==> config.mk <==
export PLATFORM = sky130hd
export DESIGN_NAME = dma_xfer_engine
export DESIGN_NICKNAME = d
export VERILOG_FILES = /design/src/rtl/dma_xfer_pkg.sv /design/src/rtl/dma_addr_gen.sv /design/src/rtl/dma_unit_counter.sv /design/src/rtl/dma_seq_fsm.sv /design/src/rtl/dma_xfer_engine.sv
export SDC_FILE = /design/constraint.sdc
export NUM_CORES = 1
export LEC_CHECK = 0
export ABC_AREA = 1
export BUFFER_PORTS_ARGS = -buffer_cell sky130_fd_sc_hd__buf_4
export CELL_PAD_IN_SITES_DETAIL_PLACEMENT = 1
export CELL_PAD_IN_SITES_GLOBAL_PLACEMENT = 1
export CORE_ASPECT_RATIO = 1.75
export CORE_UTILIZATION = 35
export CTS_CLUSTER_DIAMETER = 40
export CTS_CLUSTER_SIZE = 25
export DETAILED_ROUTE_END_ITERATION = 10
export GPL_ROUTABILITY_DRIVEN = 1
export PLACE_DENSITY_LB_ADDON = 0.1
export SYNTH_ARGS = -nofsm -noshare
export SYNTH_HDL_FRONTEND = slang
export SYNTH_SLANG_ARGS = --single-unit
export TNS_END_PERCENT = 10
==> constraint.sdc <==
create_clock -name clk -period 6.4 [get_ports clk]
set_input_delay 1.28 -clock clk [delete_from_list [all_inputs] [get_ports clk]]
set_output_delay 1.28 -clock clk [all_outputs]
set_load 0.01 [all_outputs]
==> src/rtl/dma_xfer_pkg.sv <==
// Shared encodings for the DMA transfer engine.
// Assumes: size and mode codes are two bits wide.
package dma_xfer_pkg;

    typedef enum logic [1:0] {
        SZ_BYTE  = 2'd0,
        SZ_WORD  = 2'd1,
        SZ_LONG  = 2'd2,
        SZ_BLK16 = 2'd3
    } unit_size_e;

    typedef enum logic [1:0] {
        AM_FIXED = 2'd0,
        AM_INC   = 2'd1,
        AM_DEC   = 2'd2,
        AM_HOLD  = 2'd3
    } addr_mode_e;

    typedef enum logic [1:0] {
        ST_IDLE = 2'd0,
        ST_RD   = 2'd1,
        ST_WR   = 2'd2
    } seq_state_e;

    // Byte count of one bus access of the given access size code.
    function automatic logic [2:0] access_bytes(input logic [1:0] acc);
        return 3'd1 << acc;
    endfunction

endpackage

==> src/rtl/dma_addr_gen.sv <==
// One address register of the channel (source or destination side).
// Loads a start address, then steps it by the access byte count when told.
// Assumes: step_en is only asserted while a transfer is running.
module dma_addr_gen
    import dma_xfer_pkg::*;
#(
    parameter int AW = 32
) (
    input  logic          clk,
    input  logic          rst_n,
    input  logic          load,
    input  logic [AW-1:0] load_addr,
    input  logic [1:0]    load_mode,
    input  logic          step_en,
    input  logic [2:0]    step_bytes,
    output logic [AW-1:0] addr
);
    localparam int PADW = AW - 3;

    logic [AW-1:0] addr_q;
    addr_mode_e    mode_q;
    logic [AW-1:0] delta;

    assign delta = {{PADW{1'b0}}, step_bytes};
    assign addr  = addr_q;

    // Hold the current address and mode; update on load or step.
    always_ff @(posedge clk) begin
        if (!rst_n) begin
            addr_q <= '0;
            mode_q <= AM_FIXED;
        end else if (load) begin
            addr_q <= load_addr;
            mode_q <= addr_mode_e'(load_mode);
        end else if (step_en) begin
            case (mode_q)
                AM_INC:  addr_q <= addr_q + delta;
                AM_DEC:  addr_q <= addr_q - delta;
                default: addr_q <= addr_q;
            endcase
        end
    end
endmodule

==> src/rtl/dma_unit_counter.sv <==
// Remaining-unit counter with half-way and end detection.
// A zero count loads as 2^CNT_W. Flags are sticky until the next load.
// Assumes: unit_done pulses once per completed unit while running.
module dma_unit_counter #(
    parameter int CNT_W = 24
) (
    input  logic             clk,
    input  logic             rst_n,
    input  logic             load,
    input  logic [CNT_W-1:0] load_count,
    input  logic             unit_done,
    output logic             last_unit,
    output logic             half_flag,
    output logic             done_flag
);
    localparam int RW = CNT_W + 1;

    logic [RW-1:0] rem_q;
    logic [RW-1:0] half_q;
    logic [RW-1:0] init_cnt;
    logic [RW-1:0] rem_nxt;

    assign init_cnt  = (load_count == '0) ? {1'b1, {CNT_W{1'b0}}}
                                          : {1'b0, load_count};
    assign rem_nxt   = rem_q - 1'b1;
    assign last_unit = (rem_q == {{CNT_W{1'b0}}, 1'b1});

    // Track remaining units and raise the half and end flags.
    always_ff @(posedge clk) begin
        if (!rst_n) begin
            rem_q     <= '0;
            half_q    <= '0;
            half_flag <= 1'b0;
            done_flag <= 1'b0;
        end else if (load) begin
            rem_q     <= init_cnt;
            half_q    <= init_cnt >> 1;
            half_flag <= 1'b0;
            done_flag <= 1'b0;
        end else if (unit_done) begin
            rem_q <= rem_nxt;
            if (rem_nxt <= half_q) half_flag <= 1'b1;
            if (last_unit)         done_flag <= 1'b1;
        end
    end
endmodule

==> src/rtl/dma_seq_fsm.sv <==
// Access sequencer: walks read/write phases and 16-byte beats of each unit.
// Assumes: mem_ack is only meaningful while a request is presented.
module dma_seq_fsm
    import dma_xfer_pkg::*;
#(
    parameter int DW = 32
) (
    input  logic          clk,
    input  logic          rst_n,
    input  logic          start,
    input  logic [1:0]    cfg_size,
    input  logic          cfg_dual,
    input  logic          mem_ack,
    input  logic [DW-1:0] mem_rdata,
    input  logic          last_unit,
    output logic          load,
    output logic          busy,
    output logic          mem_req,
    output logic          mem_we,
    output logic [1:0]    acc_size,
    output logic          sel_dst,
    output logic          src_step,
    output logic          dst_step,
    output logic          unit_done,
    output logic          dev_ack,
    output logic [DW-1:0] data_q
);
    localparam logic [1:0] LAST_BEAT = 2'd3;

    seq_state_e state_q;
    seq_state_e state_d;
    unit_size_e size_q;
    logic       dual_q;
    logic [1:0] beat_q;
    logic [1:0] beat_d;
    logic       phase_end;
    logic       is_block;

    assign is_block = (size_q == SZ_BLK16);
    assign load     = start && (state_q == ST_IDLE);
    assign busy     = (state_q != ST_IDLE);
    assign mem_req  = busy;
    assign mem_we   = (state_q == ST_WR);
    assign sel_dst  = (state_q == ST_WR);
    assign dev_ack  = (state_q == ST_RD) && !dual_q;
    assign acc_size = is_block ? SZ_LONG : size_q;
    assign src_step = (state_q == ST_RD) && mem_ack;
    assign dst_step = (state_q == ST_WR) && mem_ack;

    // A beat ends after the read in single mode, after the write in dual mode.
    assign phase_end = dual_q ? dst_step : src_step;

    // Pick the next phase, beat index and unit completion.
    always_comb begin
        state_d   = state_q;
        beat_d    = beat_q;
        unit_done = 1'b0;
        case (state_q)
            ST_IDLE: if (load) begin
                state_d = ST_RD;
                beat_d  = '0;
            end
            default: begin
                if (src_step && dual_q) state_d = ST_WR;
                if (phase_end) begin
                    if (is_block && beat_q != LAST_BEAT) begin
                        beat_d  = beat_q + 1'b1;
                        state_d = ST_RD;
                    end else begin
                        beat_d    = '0;
                        unit_done = 1'b1;
                        state_d   = last_unit ? ST_IDLE : ST_RD;
                    end
                end
            end
        endcase
    end

    // Register phase, beat and the setup latched at start.
    always_ff @(posedge clk) begin
        if (!rst_n) begin
            state_q <= ST_IDLE;
            beat_q  <= '0;
            size_q  <= SZ_BYTE;
            dual_q  <= 1'b0;
        end else begin
            state_q <= state_d;
            beat_q  <= beat_d;
            if (load) begin
                size_q <= unit_size_e'(cfg_size);
                dual_q <= cfg_dual;
            end
        end
    end

    // Capture read data for the following write.
    always_ff @(posedge clk) begin
        if (!rst_n)        data_q <= '0;
        else if (src_step) data_q <= mem_rdata;
    end
endmodule

==> src/rtl/dma_xfer_engine.sv <==
// Top of the single-channel DMA transfer engine.
// Ties the sequencer, the unit counter and the two address generators.
// Assumes: setup inputs are only sampled on an accepted start.
module dma_xfer_engine
    import dma_xfer_pkg::*;
#(
    parameter int AW    = 32,
    parameter int DW    = 32,
    parameter int CNT_W = 24
) (
    input  logic             clk,
    input  logic             rst_n,
    input  logic             start,
    input  logic [AW-1:0]    cfg_src,
    input  logic [AW-1:0]    cfg_dst,
    input  logic [CNT_W-1:0] cfg_count,
    input  logic [1:0]       cfg_size,
    input  logic [1:0]       cfg_src_mode,
    input  logic [1:0]       cfg_dst_mode,
    input  logic             cfg_dual,
    output logic             mem_req,
    output logic             mem_we,
    output logic [AW-1:0]    mem_addr,
    output logic [1:0]       mem_size,
    output logic [DW-1:0]    mem_wdata,
    input  logic [DW-1:0]    mem_rdata,
    input  logic             mem_ack,
    output logic             dev_ack,
    output logic             busy,
    output logic             irq_half,
    output logic             irq_done
);
    localparam int SIDES = 2;

    logic          load;
    logic          sel_dst;
    logic          src_step;
    logic          dst_step;
    logic          unit_done;
    logic          last_unit;
    logic [1:0]    acc_size;
    logic [2:0]    step_bytes;
    logic [AW-1:0] side_addr  [SIDES];
    logic [AW-1:0] side_start [SIDES];
    logic [1:0]    side_mode  [SIDES];
    logic          side_step  [SIDES];

    assign side_start[0] = cfg_src;
    assign side_start[1] = cfg_dst;
    assign side_mode[0]  = cfg_src_mode;
    assign side_mode[1]  = cfg_dst_mode;
    assign side_step[0]  = src_step;
    assign side_step[1]  = dst_step;
    assign step_bytes    = access_bytes(acc_size);
    assign mem_addr      = sel_dst ? side_addr[1] : side_addr[0];
    assign mem_size      = acc_size;

    dma_seq_fsm #(.DW(DW)) seq_i (
        .clk       (clk),
        .rst_n     (rst_n),
        .start     (start),
        .cfg_size  (cfg_size),
        .cfg_dual  (cfg_dual),
        .mem_ack   (mem_ack),
        .mem_rdata (mem_rdata),
        .last_unit (last_unit),
        .load      (load),
        .busy      (busy),
        .mem_req   (mem_req),
        .mem_we    (mem_we),
        .acc_size  (acc_size),
        .sel_dst   (sel_dst),
        .src_step  (src_step),
        .dst_step  (dst_step),
        .unit_done (unit_done),
        .dev_ack   (dev_ack),
        .data_q    (mem_wdata)
    );

    dma_unit_counter #(.CNT_W(CNT_W)) cnt_i (
        .clk        (clk),
        .rst_n      (rst_n),
        .load       (load),
        .load_count (cfg_count),
        .unit_done  (unit_done),
        .last_unit  (last_unit),
        .half_flag  (irq_half),
        .done_flag  (irq_done)
    );

    for (genvar s = 0; s < SIDES; s++) begin : g_side
        dma_addr_gen #(.AW(AW)) addr_i (
            .clk        (clk),
            .rst_n      (rst_n),
            .load       (load),
            .load_addr  (side_start[s]),
            .load_mode  (side_mode[s]),
            .step_en    (side_step[s]),
            .step_bytes (step_bytes),
            .addr       (side_addr[s])
        );
    end
endmodule

* Word level (Yosys, flattened, before mapping)
Cells that the tools add are included.
Operators by class: bitwise logic cells 1, shift operators 1, equal/unequal tests 10, add/sub/neg operators 6, reductions and logical operators 24, multiply operators 0, $lt $le $gt $ge 1, muxes and demuxes 25, div/mod/pow operators 0
Operators with widths (count):
- two-way mux 32 bit | 5
- case mux 32 bit (2 select lines) | 2
- two-way mux 25 bit | 3
- adder 32 x 3 -> 32 bit | 2
- subtractor 32 x 3 -> 32 bit | 2
- equality test 25 x 1 -> 1 bit (second input constant) | 1
- less-or-equal comparator 25 x 24 -> 1 bit | 1
- subtractor 25 x 1 -> 25 bit (second input constant) | 1
- logical NOT 24 bit | 1
- two-way mux 2 bit | 10
- AND reduction 2 bit | 6
- nonzero test 2 bit | 5
- nonzero test 3 bit | 3
- equality test 2 bit (second input constant) | 4
- equality test 2 x 1 -> 1 bit (second input constant) | 3
- logical AND 1 bit | 6
- two-way mux 1 bit | 5
- << shifter 1 x 2 -> 3 bit (first input constant) | 1
- adder 2 x 1 -> 2 bit (second input constant) | 1
- logical NOT 2 bit | 1
- inequality test 2 x 1 -> 1 bit (second input constant) | 1
- inequality test 2 bit (second input constant) | 1
- OR reduction 2 bit | 1
- logical NOT 1 bit | 1
- inverter 1 bit | 1
Storage, ports and cells: memory bits (read-only) 0, register bits 158, latch bits 0, output and inout bits 72, memories 0, RAM bits 0, logic and storage cells 81, bits of input ports 131

* Logic depth before layout (Yosys ltp)
Gate-level depths: netlist of run 1.
depth after elaboration 7, mapped depth 19, depth with buffers taken out 19

* Hierarchy
A second synthesis of run 1 with hierarchy kept.
Second synthesis, totals: cell total of the unflattened synthesis 2092, area total of the unflattened synthesis 13061.3 um2
Modules (own cells, without submodules):
- dma_addr_gen | instances 2, cells an instance 670, area an instance 3822.4 um2, seq. area each 680.7 um2
- dma_unit_counter | instances 1, cells an instance 452, area an instance 3210.6 um2, seq. area each 1021.0 um2
- dma_seq_fsm | instances 1, cells an instance 191, area an instance 1695.4 um2, seq. area each 780.7 um2
- dma_xfer_engine | instances 1, cells an instance 109, area an instance 510.5 um2, seq. area each 0.0 um2

* Worst setup path after synthesis of run 1
OpenSTA, ideal clock, no wires.
path kind register to register, start register g_side[1].addr_i.mode_q[0], end register g_side[1].addr_i.addr_q[28], required time 6268 ps, path slack 3890 ps, data arrival time 2377 ps, library setup time 132 ps, stages on the path, launching flop included 15, buffers on the path 0, cell sequence dfxtp_1 -> inv_1 -> nand2_1 -> inv_1 -> ha_1 -> or2_2 -> and2_1 -> nand3_1 -> nand3_1 -> nand2_1 -> nand2_1 -> nand2_1 -> nand3_1 -> nand2_1 -> a21oi_1
Between the ends: word-level cells in the longest chain between the ends 4
Ends and longest elaborated chain:
- from (decl) | line dma_addr_gen.sv:21 | addr_mode_e mode_q;
- from (signal assigned) | line dma_addr_gen.sv:34 | mode_q <= addr_mode_e'(load_mode);
- equality test 2 bit or equality test 2 x 1 -> 1 bit (tied branches) | line dma_addr_gen.sv:36 | case (mode_q)
- case mux 32 bit (2 select lines) | line dma_addr_gen.sv:36
- two-way mux 32 bit | line dma_addr_gen.sv:35 | end else if (step_en) begin
- two-way mux 32 bit | line dma_addr_gen.sv:32 | end else if (load) begin
- to (signal assigned) | line dma_addr_gen.sv:33 | addr_q <= load_addr;
- to (signal assigned) | line dma_addr_gen.sv:37 | AM_INC: addr_q <= addr_q + delta;
- to (signal assigned) | line dma_addr_gen.sv:38 | AM_DEC: addr_q <= addr_q - delta;
- to (decl) | line dma_addr_gen.sv:20 | logic [AW-1:0] addr_q;
Parallel ways exist; a longest one is shown, timed or not. The select of a mux whose other input is x is not followed. A chain may end at the register's enable or synchronous reset.

* Worst setup path after layout of run 1
start register seq_i.state_q[0], end output mem_addr[8]
Between the ends: word-level cells in the longest chain between the ends 2
Ends and longest elaborated chain:
- from (decl) | line dma_seq_fsm.sv:30 | seq_state_e state_q;
- from (signal assigned) | line dma_seq_fsm.sv:87 | state_q <= state_d;
- equality test 2 bit | line dma_seq_fsm.sv:44 | assign sel_dst = (state_q == ST_WR);
- two-way mux 32 bit | line dma_xfer_engine.sv:55 | assign mem_addr = sel_dst ? side_addr[1] : side_addr[0];
- to (decl) | line dma_xfer_engine.sv:23 | output logic [AW-1:0] mem_addr,
Every way passes these cells.

==> run summary, run 1 <==
Status: finished clean
Final setup fails: 0
Fmax: 284 MHz
Hold_buf cts: 0
Worst path most repeated cell: nand2_1
Initial DRT Pass Iterations: 5
Area of the multi-input gates: 7840 sq um
Residual DRC: 0
CP Cell Sequence: inv_2, nand2_4, clkinv_2, nand2_1, nand2_1, buf_4
FFs w/ async S/R, synth: 0%
Gr busiest metal: met2
Die area: 35600 sq um
Fillers: 4709
RD Place Congestion: 0.951
#FFs+latches synth: 158
Pwr dens: 367 nW/um^2
Min-delay src: cnt_i.done_flag
Die X-Extent: 143 um
Grt met3 use: 3.02%
Net Sw Power: 2580 uW
Hold depth: 2
Clk buf depth: 2
Switching share of power: 48.3%
Clk slew on worst S/H paths: 0.07 ns
Layout Cells excl Fill: 2631
Final min period: 3.52 ns
CP max stage delay: 0.48 ns
Core ar.: 34300 sq um
Yosys cell types: 44
Hold endpoint: cnt_i.done_flag
Sink Count: 158
Worst-case clock skew: 0.0108 ns
GRT overflow: 0
RSZ-0062 raised after global routing: false
First DRT Iteration DRCs: 458
Area delta synth->final: 19.6%
DRT antenna net count: 0
Vias in the first global route: 14200
Post-synth top area cell: dfxtp_1
Crit path max-delay cell type: clkinv_2
Die height: 249 um
Worst min-delay path category: flop to flop
Post-CTS Setup Bufs: 0
Port buffer count: 202
Post-Synthesis Cells: 2001
Detailed-route via count: 13700
WS Path Type: flop to primary output
Most common cell in the netlist: nand2_1
Final hold slack: 0.450 ns
Sequential fraction of the synthesis area: 25.9%
Avg Vias per Cell: 5.20
Placed instance count: 2599
Total Wirelength: 48900 um
P_leak: 0.00737 uW
Relative slew slack: 22.5%
Global Route Usage Sum: 27.9%
Main area contributors after synthesis: dfxtp_1, nand2_1, ha_1
Syn_area_per_cell: 6.10 sq um
Synth cell count leaders: nand2_1, nor2_1, inv_1
Pin count of the biggest net entering global routing: 95
WL per Instance: 18.6 um
Met1 GRT Util: 28.1%
Reg2reg path depth: 14
Combinational power share: 52.6%
TNS Setup: 0 ns
Syn_nets: 2223
Top_reg_cell synth: dfxtp_1
YS warnings: 0
Setup crit end kind: primary output
CTS tree: yes
Post-synth EDFFs: 0
Nets: 2380
Maximum capacitance violations: 0
R2R Path End: g_side[0].addr_i.addr[14]
Post-CTS Resized: 0
Detail Placement HPWL: 39000 um
Startpoint types: flop
Period utilization: 55.0%
First-pass GRT wire length: 75700 um
Max Slew Vio Count: 0
Initial antenna violation count: 0
Ant. Diodes: 0
Crit path launch: seq_i.state_q[0]
Reg power frac: 26.6%
Synth top area share: 25.9%
Row Count: 90
Final Hold Fails: 0
H-tree Lvls: 4
Clock share of power: 20.8%
VDD IR max: 0.204 mV
WP data arrival: 2.24 ns
Num CTS Buffers: 17
Worst skew pair latency: 0.46 ns
CTS root buffer: clkbuf_16
Reg2reg setup slack: 2.98 ns
Reg-to-Reg Start: g_side[0].addr_i.mode_q[0]
Post-synthesis cell area: 12200 sq um
IO Count: 203
Crit-path max FO: 35
Power Internal: 2770 uW
Req. time, crit path: 5.12 ns
Sequential Area: 3160 sq um
Least-Margin Pin Slew: 1.16 ns
Initial core utilization: 35.5%
Met2 Use GR: 53.8%
Share of post-route cells with drive strength above 1: 12.6%
==> critical path: cells and delay by family (launching register included) <==
kind,cells,cell delay [ns]
buf+inv,3,0.74
simple gates,3,0.65
flops,1,0.39
==> layout by cell type, fill, tap and decap left out, types with 20 or more instances in the layout <==
master | netlist | final
a21oi_1 | 178 | 178
a31oi_1 | 22 | 22
buf_4 | 2 | 206
dfxtp_1 | 158 | 158
ha_1 | 89 | 89
inv_1 | 217 | 217
nand2_1 | 605 | 605
nand3_1 | 92 | 92
nand4_1 | 20 | 20
nor2_1 | 252 | 252
o21ai_0 | 142 | 142
o22ai_1 | 22 | 22
xor2_1 | 37 | 37
==> stage by stage <==
step / setup WS (ns) / area [sq um] / util [%] / total power [uW]
after CTS: 2.86 / 14600 / 42.5 / 5410
after floorplan: 3.89 / 12200 / - / 3280
after global placement: 2.70 / 14000 / 40.7 / 4200
after detailed placement: 2.67 / 14000 / 40.7 / 4270
final: 2.88 / 14600 / 42.5 / 5350
after global routing: 2.65 / 14600 / 42.5 / 5780
==> cells by family after synthesis <==
| group | synth area share [%] |
|---|---|
| AO/OA/AOI/OAI | 17.1 |
| AND/OR/NAND/NOR | 34.5 |
| flip-flops | 25.9 |
| buffers and inverters | 9.79 |
| XOR/XNOR | 3.15 |
| adder cells (fa/ha/maj) | 9.46 |
==> how the worst max path moves through the flow <==
stage	end	slack, ns	depth (start not counted)
floorplan	g_side[1].addr_i.addr[28]	3.89	14
global placement	cnt_i.rem_q[8]	2.70	11
detailed placement	cnt_i.rem_q[8]	2.67	11
CTS	mem_addr[8]	2.86	6
global route	g_side[0].addr_i.addr[22]	2.65	16
finish	mem_addr[8]	2.88	6
==> cell type report <==
type / instances / area share, %
Multi-Input combinational cell: 1552 / 53.8
Sequential cell: 158 / 21.7
Inverter: 223 / 5.75
Clock buffer: 17 / 2.92
Tap cell: 460 / 3.95
Clock inverter: 15 / 1.36
Timing Repair Buffer: 206 / 10.6
==> power by group through the flow <==
stage	Combinational (uW)	Sequential (uW)	Clock [uW]
4_1_cts	2840	1430	1140
6_report	2810	1420	1110
3_3_place_gp	2760	1440	0
2_1_floorplan	1920	1360	0
3_5_place_dp	2820	1450	0
5_1_grt	3160	1450	1180
==> per-layer routing <==
layer / wire (um) / part of all wire (%)
met1: 18200 / 37
met2: 26500 / 54
met3: 1490 / 3.1
met4: 2760 / 5.6
met5: 0 / 0
==> registers in the layout (all words and copies together), names as in the netlist, 2 cells and up <==
signal                cells
g_side.addr_i.addr       64
seq_i.state_q             2
cnt_i.rem_q              25
cnt_i.half_q             24
seq_i.data_q             32
seq_i.size_q              2
seq_i.beat_q              2
g_side.addr_i.mode_q      4
(Power assumes the default switching activity.)
==> run 2, diff against run 1 <==
--- a/config.mk
+++ b/config.mk
@@ -5,7 +5,7 @@
 export SDC_FILE = /design/constraint.sdc
 export NUM_CORES = 1
 export LEC_CHECK = 0
-export ABC_AREA = 1
+export ABC_AREA = 0
 export BUFFER_PORTS_ARGS = -buffer_cell sky130_fd_sc_hd__buf_4
 export CELL_PAD_IN_SITES_DETAIL_PLACEMENT = 1
 export CELL_PAD_IN_SITES_GLOBAL_PLACEMENT = 1
==> constraint.sdc (replaced) <==
create_clock -name clk -period 3 [get_ports clk]
set_input_delay 0.6 -clock clk [delete_from_list [all_inputs] [get_ports clk]]
set_output_delay 0.6 -clock clk [all_outputs]
set_load 0.01 [all_outputs]
==> run summary, run 2 <==
Post-Synthesis Cells: 1427
Ant. Diodes: 0
Setup crit end kind: flop
Startpoint types: flop
Residual DRC: 0
Vias in the first global route: 12700
Status: finished, violations left
Worst-case clock skew: 0.0101 ns
CTS tree: yes
H-tree Lvls: 4
DRT antenna net count: 0
Top_reg_cell synth: dfxtp_1
TNS Setup: -1.35 ns
Row Count: 85
Post-synth EDFFs: 0
#FFs+latches synth: 158
Hold_buf cts: 0
Req. time, crit path: 3.38 ns
Largest family of logic cells by synthesized area: compound AO/OA/AOI/OAI gates
FFs w/ async S/R, synth: 0%
Sink Count: 158
Final setup fails: 13
Pwr dens: 474 nW/um^2
Compound-cell area share of the yosys netlist: 24.3%
Worst min-delay path category: primary input to flop
Die height: 236 um
Commonest cells after routing, fill and taps aside: buf_4, nand2_1, a21oi_1
Max FFs per register: 64
YS warnings: 0
Maximum capacitance violations: 0
Pin count of the biggest net entering global routing: 66
Fmax: 295 MHz
Most common cell in the netlist: nand2_1
Placed Area: 14300 sq um
Syn_nets: 1649
Total power: 7360 uW
Sequential fraction of the synthesis area: 28.8%
GRT overflow: 0
Crit-path max FO: 2
Port buffer count: 202
Avg Vias per Cell: 5.44
Least-Margin Pin Slew: 0.815 ns
Synth cell count leaders: nand2_1, a21oi_1, dfxtp_1
Post-synthesis simple-gate area fraction: 21.1%
Worst skew pair latency: 0.46 ns
Post-synth top area cell: dfxtp_1
Relative slew slack: 45.7%
Clk slew on worst S/H paths: 0.07 ns
Yosys cell types: 76
Num CTS Buffers: 17
Global Route Usage Sum: 27.6%
First DRT Iteration DRCs: 378
Die X-Extent: 136 um
Synth top area share: 28.8%
Failing checks: setup timing
Syn_area_per_cell: 7.69 sq um
Most common cell after layout, fill and taps aside: buf_4
Core ar.: 30800 sq um
Worst setup margin: -0.392 ns
WP data arrival: 3.77 ns
Detailed-route via count: 11900
Share of post-route cells with drive strength above 1: 33.4%
Total Wirelength: 43900 um
Post-synthesis cell area: 11000 sq um
Max Slew Vio Count: 0
Die area: 32100 sq um
Period utilization: 113%
Initial DRT Pass Iterations: 5
IO Count: 203
Main area contributors after synthesis: dfxtp_1, ha_1, nand2_1
Area delta synth->final: 41.5%
Initial core utilization: 35.6%
Final min period: 3.39 ns
RD Place Congestion: 0.880
RSZ-0062 raised after global routing: true
Utilization after layout: 50.3%
Clk buf depth: 2
Post-Synth Adder-Cell Area: 10.5%
Mux contribution to synthesized area: 3.56%
CTS root buffer: clkbuf_16
Detail Placement HPWL: 33800 um
WS Path Type: flop to flop
P_leak: 0.00700 uW
VDD IR max: 0.461 mV
Synth Area in XOR/XNOR: 7.27%
Initial antenna violation count: 1
First-pass GRT wire length: 67300 um
WL per Instance: 20.1 um
Final Hold Fails: 0
Nets: 1996
Fin area: 15500 sq um
[run 2: changes by cell type in the layout (fill, tap and decap cells not counted), sizes merged, moves of 15 or more]
cell and delta:
inv -182, o22ai -16, nand3 -77, xnor2 +48, or3 +15, o21ai -95, a21o +44, a311oi +25
nor2 -163, nor3 +17, nand2 -337, buf +202, mux2 +32
[run 2: layout make-up]
| type | instances | area (sq um) |
|---|---|---|
| clock inverter | 13 | 178 |
| sequential | 158 | 3170 |
| tap | 391 | 489 |
| inverter | 44 | 175 |
| fill | 3784 | 15300 |
| timing repair buffer | 408 | 3150 |
| clock buffer | 19 | 443 |
| multi-input combinational | 1145 | 7920 |
[run 2: worst paths after layout]
kind                                 startpoint         endpoint  slack (ns)  depth (start not counted)
worst max register to register   cnt_i.rem_q[1]  cnt_i.half_flag       -0.39                         17
worst min-delay path               mem_rdata[5]  seq_i.data_q[5]        0.39                          3
worst min register to register  seq_i.data_q[3]  seq_i.data_q[3]        0.46                          2
worst max-delay path             cnt_i.rem_q[1]  cnt_i.half_flag       -0.39                         17
[run 2: where the power goes]
| part | internal, uW | total (uW) | switching (uW) |
|---|---|---|---|
| Combinational | 1230 | 2540 | 1310 |
| Sequential | 2260 | 2430 | 172 |
| Clock | 1360 | 2400 | 1050 |
| Total | 4840 | 7360 | 2530 |
[run 2: critical path, cell delays in order, from the launching register on]
cell       delay (ns)
dfxtp_2          0.33
inv_2            0.08
ha_4             0.14
nand2_2          0.05
or3_4            0.33
or3_4            0.37
nor3_4           0.14
xor2_1           0.19
ha_1             0.26
a21o_1           0.16
a21o_1           0.17
a21o_1           0.17
a21o_1           0.19
a21oi_2          0.15
a2bb2oi_2        0.15
o211ai_1         0.11
a21o_1           0.19
a211oi_2         0.16
[run 2: metal layers]
metal | track usage [%] | wire, um | vias to the layer above
met5 | 0 | 0 | -
met4 | 14.7 | 2240 | 0
met3 | 3.63 | 1290 | 84
met2 | 55.0 | 24800 | 212
met1 | 26.3 | 15500 | 5769
li1 | - | - | 5787
[run 2: what timing repair did]
| item | in CTS | in global routing |
|---|---|---|
| setup buffers | 12 | 5 |
| pin swaps | 36 | 41 |
| resized for setup | 54 | 49 |
| endpoints found under the setup margin | 30 | 35 |
[run 2: per-stage QoR]
step / hold slack, ns / setup slack [ns] / std cells
after global routing: 0.381 / -0.545 / 2178
after global placement: 0.443 / -0.415 / 2130
after floorplan: 0.436 / -0.383 / 1427
final: 0.388 / -0.392 / 2178
after detailed placement: 0.448 / -0.533 / 2130
after CTS: 0.372 / -0.478 / 2173
[run 2: cells by family after synthesis]
logic type | after synthesis
AO/OA/AOI/OAI | 416
XOR/XNOR | 91
adder cells (fa/ha/maj) | 91
buffers and inverters | 124
flip-flops | 158
multiplexers | 35
AND/OR/NAND/NOR | 512
==> run 3, diff against run 2 <==
--- a/config.mk
+++ b/config.mk
@@ -16,6 +16,7 @@
 export DETAILED_ROUTE_END_ITERATION = 10
 export GPL_ROUTABILITY_DRIVEN = 1
 export PLACE_DENSITY_LB_ADDON = 0.1
+export RECOVER_POWER = 100
 export SYNTH_ARGS = -nofsm -noshare
 export SYNTH_HDL_FRONTEND = slang
 export SYNTH_SLANG_ARGS = --single-unit
==> run summary, run 3 (synthesized netlist as in run 2, its figures left out) <==
Reg-to-Reg Start: cnt_i.rem_q[1]
CP top delay family: compound AO/OA/AOI/OAI gates
CP Cell Sequence: inv_2, ha_4, nand2_2, or3_4, or3_4, nor3_4, xor2_1, ha_1, a21o_1, a21o_1, a21o_1, a21o_1, a21oi_2, a2bb2oi_2, o211ai_1, a21o_1, a211oi_2
Global Route Usage Sum: 27.6%
Residual DRC: 0
Total Wirelength: 43800 um
Fin area: 15300 sq um
Area delta synth->final: 39.3%
Clk buf depth: 2
Port buffer count: 202
TNS Setup: -4.75 ns
WL per Instance: 20.1 um
WP data arrival: 3.77 ns
Fillers: 3822
Avg Vias per Cell: 5.43
Most common cell after layout, fill and taps aside: buf_4
Final setup fails: 31
Clk slew on worst S/H paths: 0.07 ns
Share of post-route cells with drive strength above 1: 30.4%
Fmax: 295 MHz
Initial DRT Pass Iterations: 5
First DRT Iteration DRCs: 375
Failing checks: setup timing
First-pass GRT wire length: 67300 um
IO Count: 203
CP Buf/Inv Count: 1
Max Slew Vio Count: 0
WS Path Type: flop to flop
Crit path max-delay cell type: or3_4
Worst skew pair latency: 0.45 ns
CP max stage delay: 0.37 ns
Pwr dens: 479 nW/um^2
Hold_buf cts: 0
RSZ-0062 raised after global routing: true
Total power: 7330 uW
H-tree Lvls: 4
Placed Area: 14300 sq um
Reg2reg setup slack: -0.39 ns
Worst min-delay path category: primary input to flop
Initial core utilization: 35.6%
Least-Margin Pin Slew: 1.50 ns
Reg2reg path depth: 17
Detailed-route via count: 11800
VDD IR max: 0.457 mV
Setup crit end kind: flop
Status: finished, violations left
Initial antenna violation count: 1
Sink Count: 158
Row Count: 85
Period utilization: 113%
Final hold slack: 0.391 ns
Relative slew slack: 0.282%
Die area: 32100 sq um
CTS tree: yes
Die height: 236 um
Vias in the first global route: 12700
Pin count of the biggest net entering global routing: 66
Req. time, crit path: 3.37 ns
Nets: 1996
Layout Cells excl Fill: 2178
Worst path most repeated cell: a21o_1
Final Hold Fails: 0
Crit-path max FO: 2
Num CTS Buffers: 17
R2R Path End: cnt_i.half_flag
Max FFs per register: 64
Hold depth: 3
Min-delay src: mem_rdata[5]
DRT antenna net count: 0
Detail Placement HPWL: 33800 um
GRT overflow: 0
Placed instance count: 2130
Die X-Extent: 136 um
Ant. Diodes: 0
Worst setup margin: -0.392 ns
RD Place Congestion: 0.880
CTS root buffer: clkbuf_16
Core ar.: 30800 sq um
Worst-case clock skew: 0.0108 ns
Startpoint types: flop
Maximum capacitance violations: 0
P_leak: 0.00678 uW
Final min period: 3.39 ns
Commonest cells after routing, fill and taps aside: buf_4, nand2_1, a21oi_1
Hold endpoint: seq_i.data_q[5]
run 3: changes by cell type in the layout (fill, tap and decap cells not counted), moves of 2 or more:
cell / previous run / this run
buf_4: 397 / 349
clkbuf_1: 1 / 46
clkbuf_2: 0 / 6
a21oi_1: 156 / 158
a21oi_2: 11 / 9
buf_12: 5 / 3
run 3: worst max path at each step:
stage | startpoint | endpoint | slack, ns | cells after the start
5_1_grt | cnt_i.rem_q[1] | cnt_i.half_flag | -0.55 | 17
3_5_place_dp | cnt_i.rem_q[0] | cnt_i.half_flag | -0.53 | 17
3_3_place_gp | cnt_i.rem_q[1] | cnt_i.half_flag | -0.41 | 17
6_report | cnt_i.rem_q[1] | cnt_i.half_flag | -0.39 | 17
2_1_floorplan | g_side[0].addr_i.mode_q[0] | g_side[0].addr_i.addr[24] | -0.38 | 12
4_1_cts | cnt_i.rem_q[0] | cnt_i.half_flag | -0.48 | 17
run 3: timing repair:
action / CTS / global route
pin swaps: 36 / 41
setup buffers: 12 / 5
resized for setup: 54 / 49
endpoints found under the setup margin: 30 / 35
run 3: where the power goes:
part	leakage [uW]	internal, uW	switching [uW]
logic	0.00518	1190	1300
clock network	0.000303	1360	1050
registers	0.00130	2260	171
total	0.00678	4810	2520
run 3: final cells by class:
type	count	area [sq um]	share of cell area (%)
Multi-Input combinational cell	1145	7890	51.7
Sequential cell	158	3170	20.7
Timing Repair Buffer	408	2940	19.2
Tap cell	391	489	3.20
Clock buffer	19	443	2.90
Clock inverter	13	178	1.16
Inverter	44	173	1.13
run 3: worst register-to-register path, stage by stage, from the launching register on:
cell	delay (ns)
dfxtp_2	0.33
inv_2	0.08
ha_4	0.14
nand2_2	0.05
or3_4	0.33
or3_4	0.37
nor3_4	0.14
xor2_1	0.19
ha_1	0.26
a21o_1	0.16
a21o_1	0.17
a21o_1	0.17
a21o_1	0.19
a21oi_2	0.15
a2bb2oi_2	0.15
o211ai_1	0.11
a21o_1	0.19
a211oi_2	0.16
run 3: per-stage QoR:
step                utilization [%]  setup WS, ns
finish                         49.5        -0.392
global route                   49.5        -0.545
CTS                            49.5        -0.478
detailed placement             46.5        -0.533
global placement               46.5        -0.415
floorplan                         -        -0.383
run 3: metal layers:
layer | GRT usage [%] | vias up | wire length, um
li1 | - | 5790 | -
met2 | 55.0 | 226 | 24700
met3 | 3.63 | 80 | 1300
met5 | 0 | - | 0
met4 | 14.7 | 0 | 2230
met1 | 26.3 | 5737 | 15600
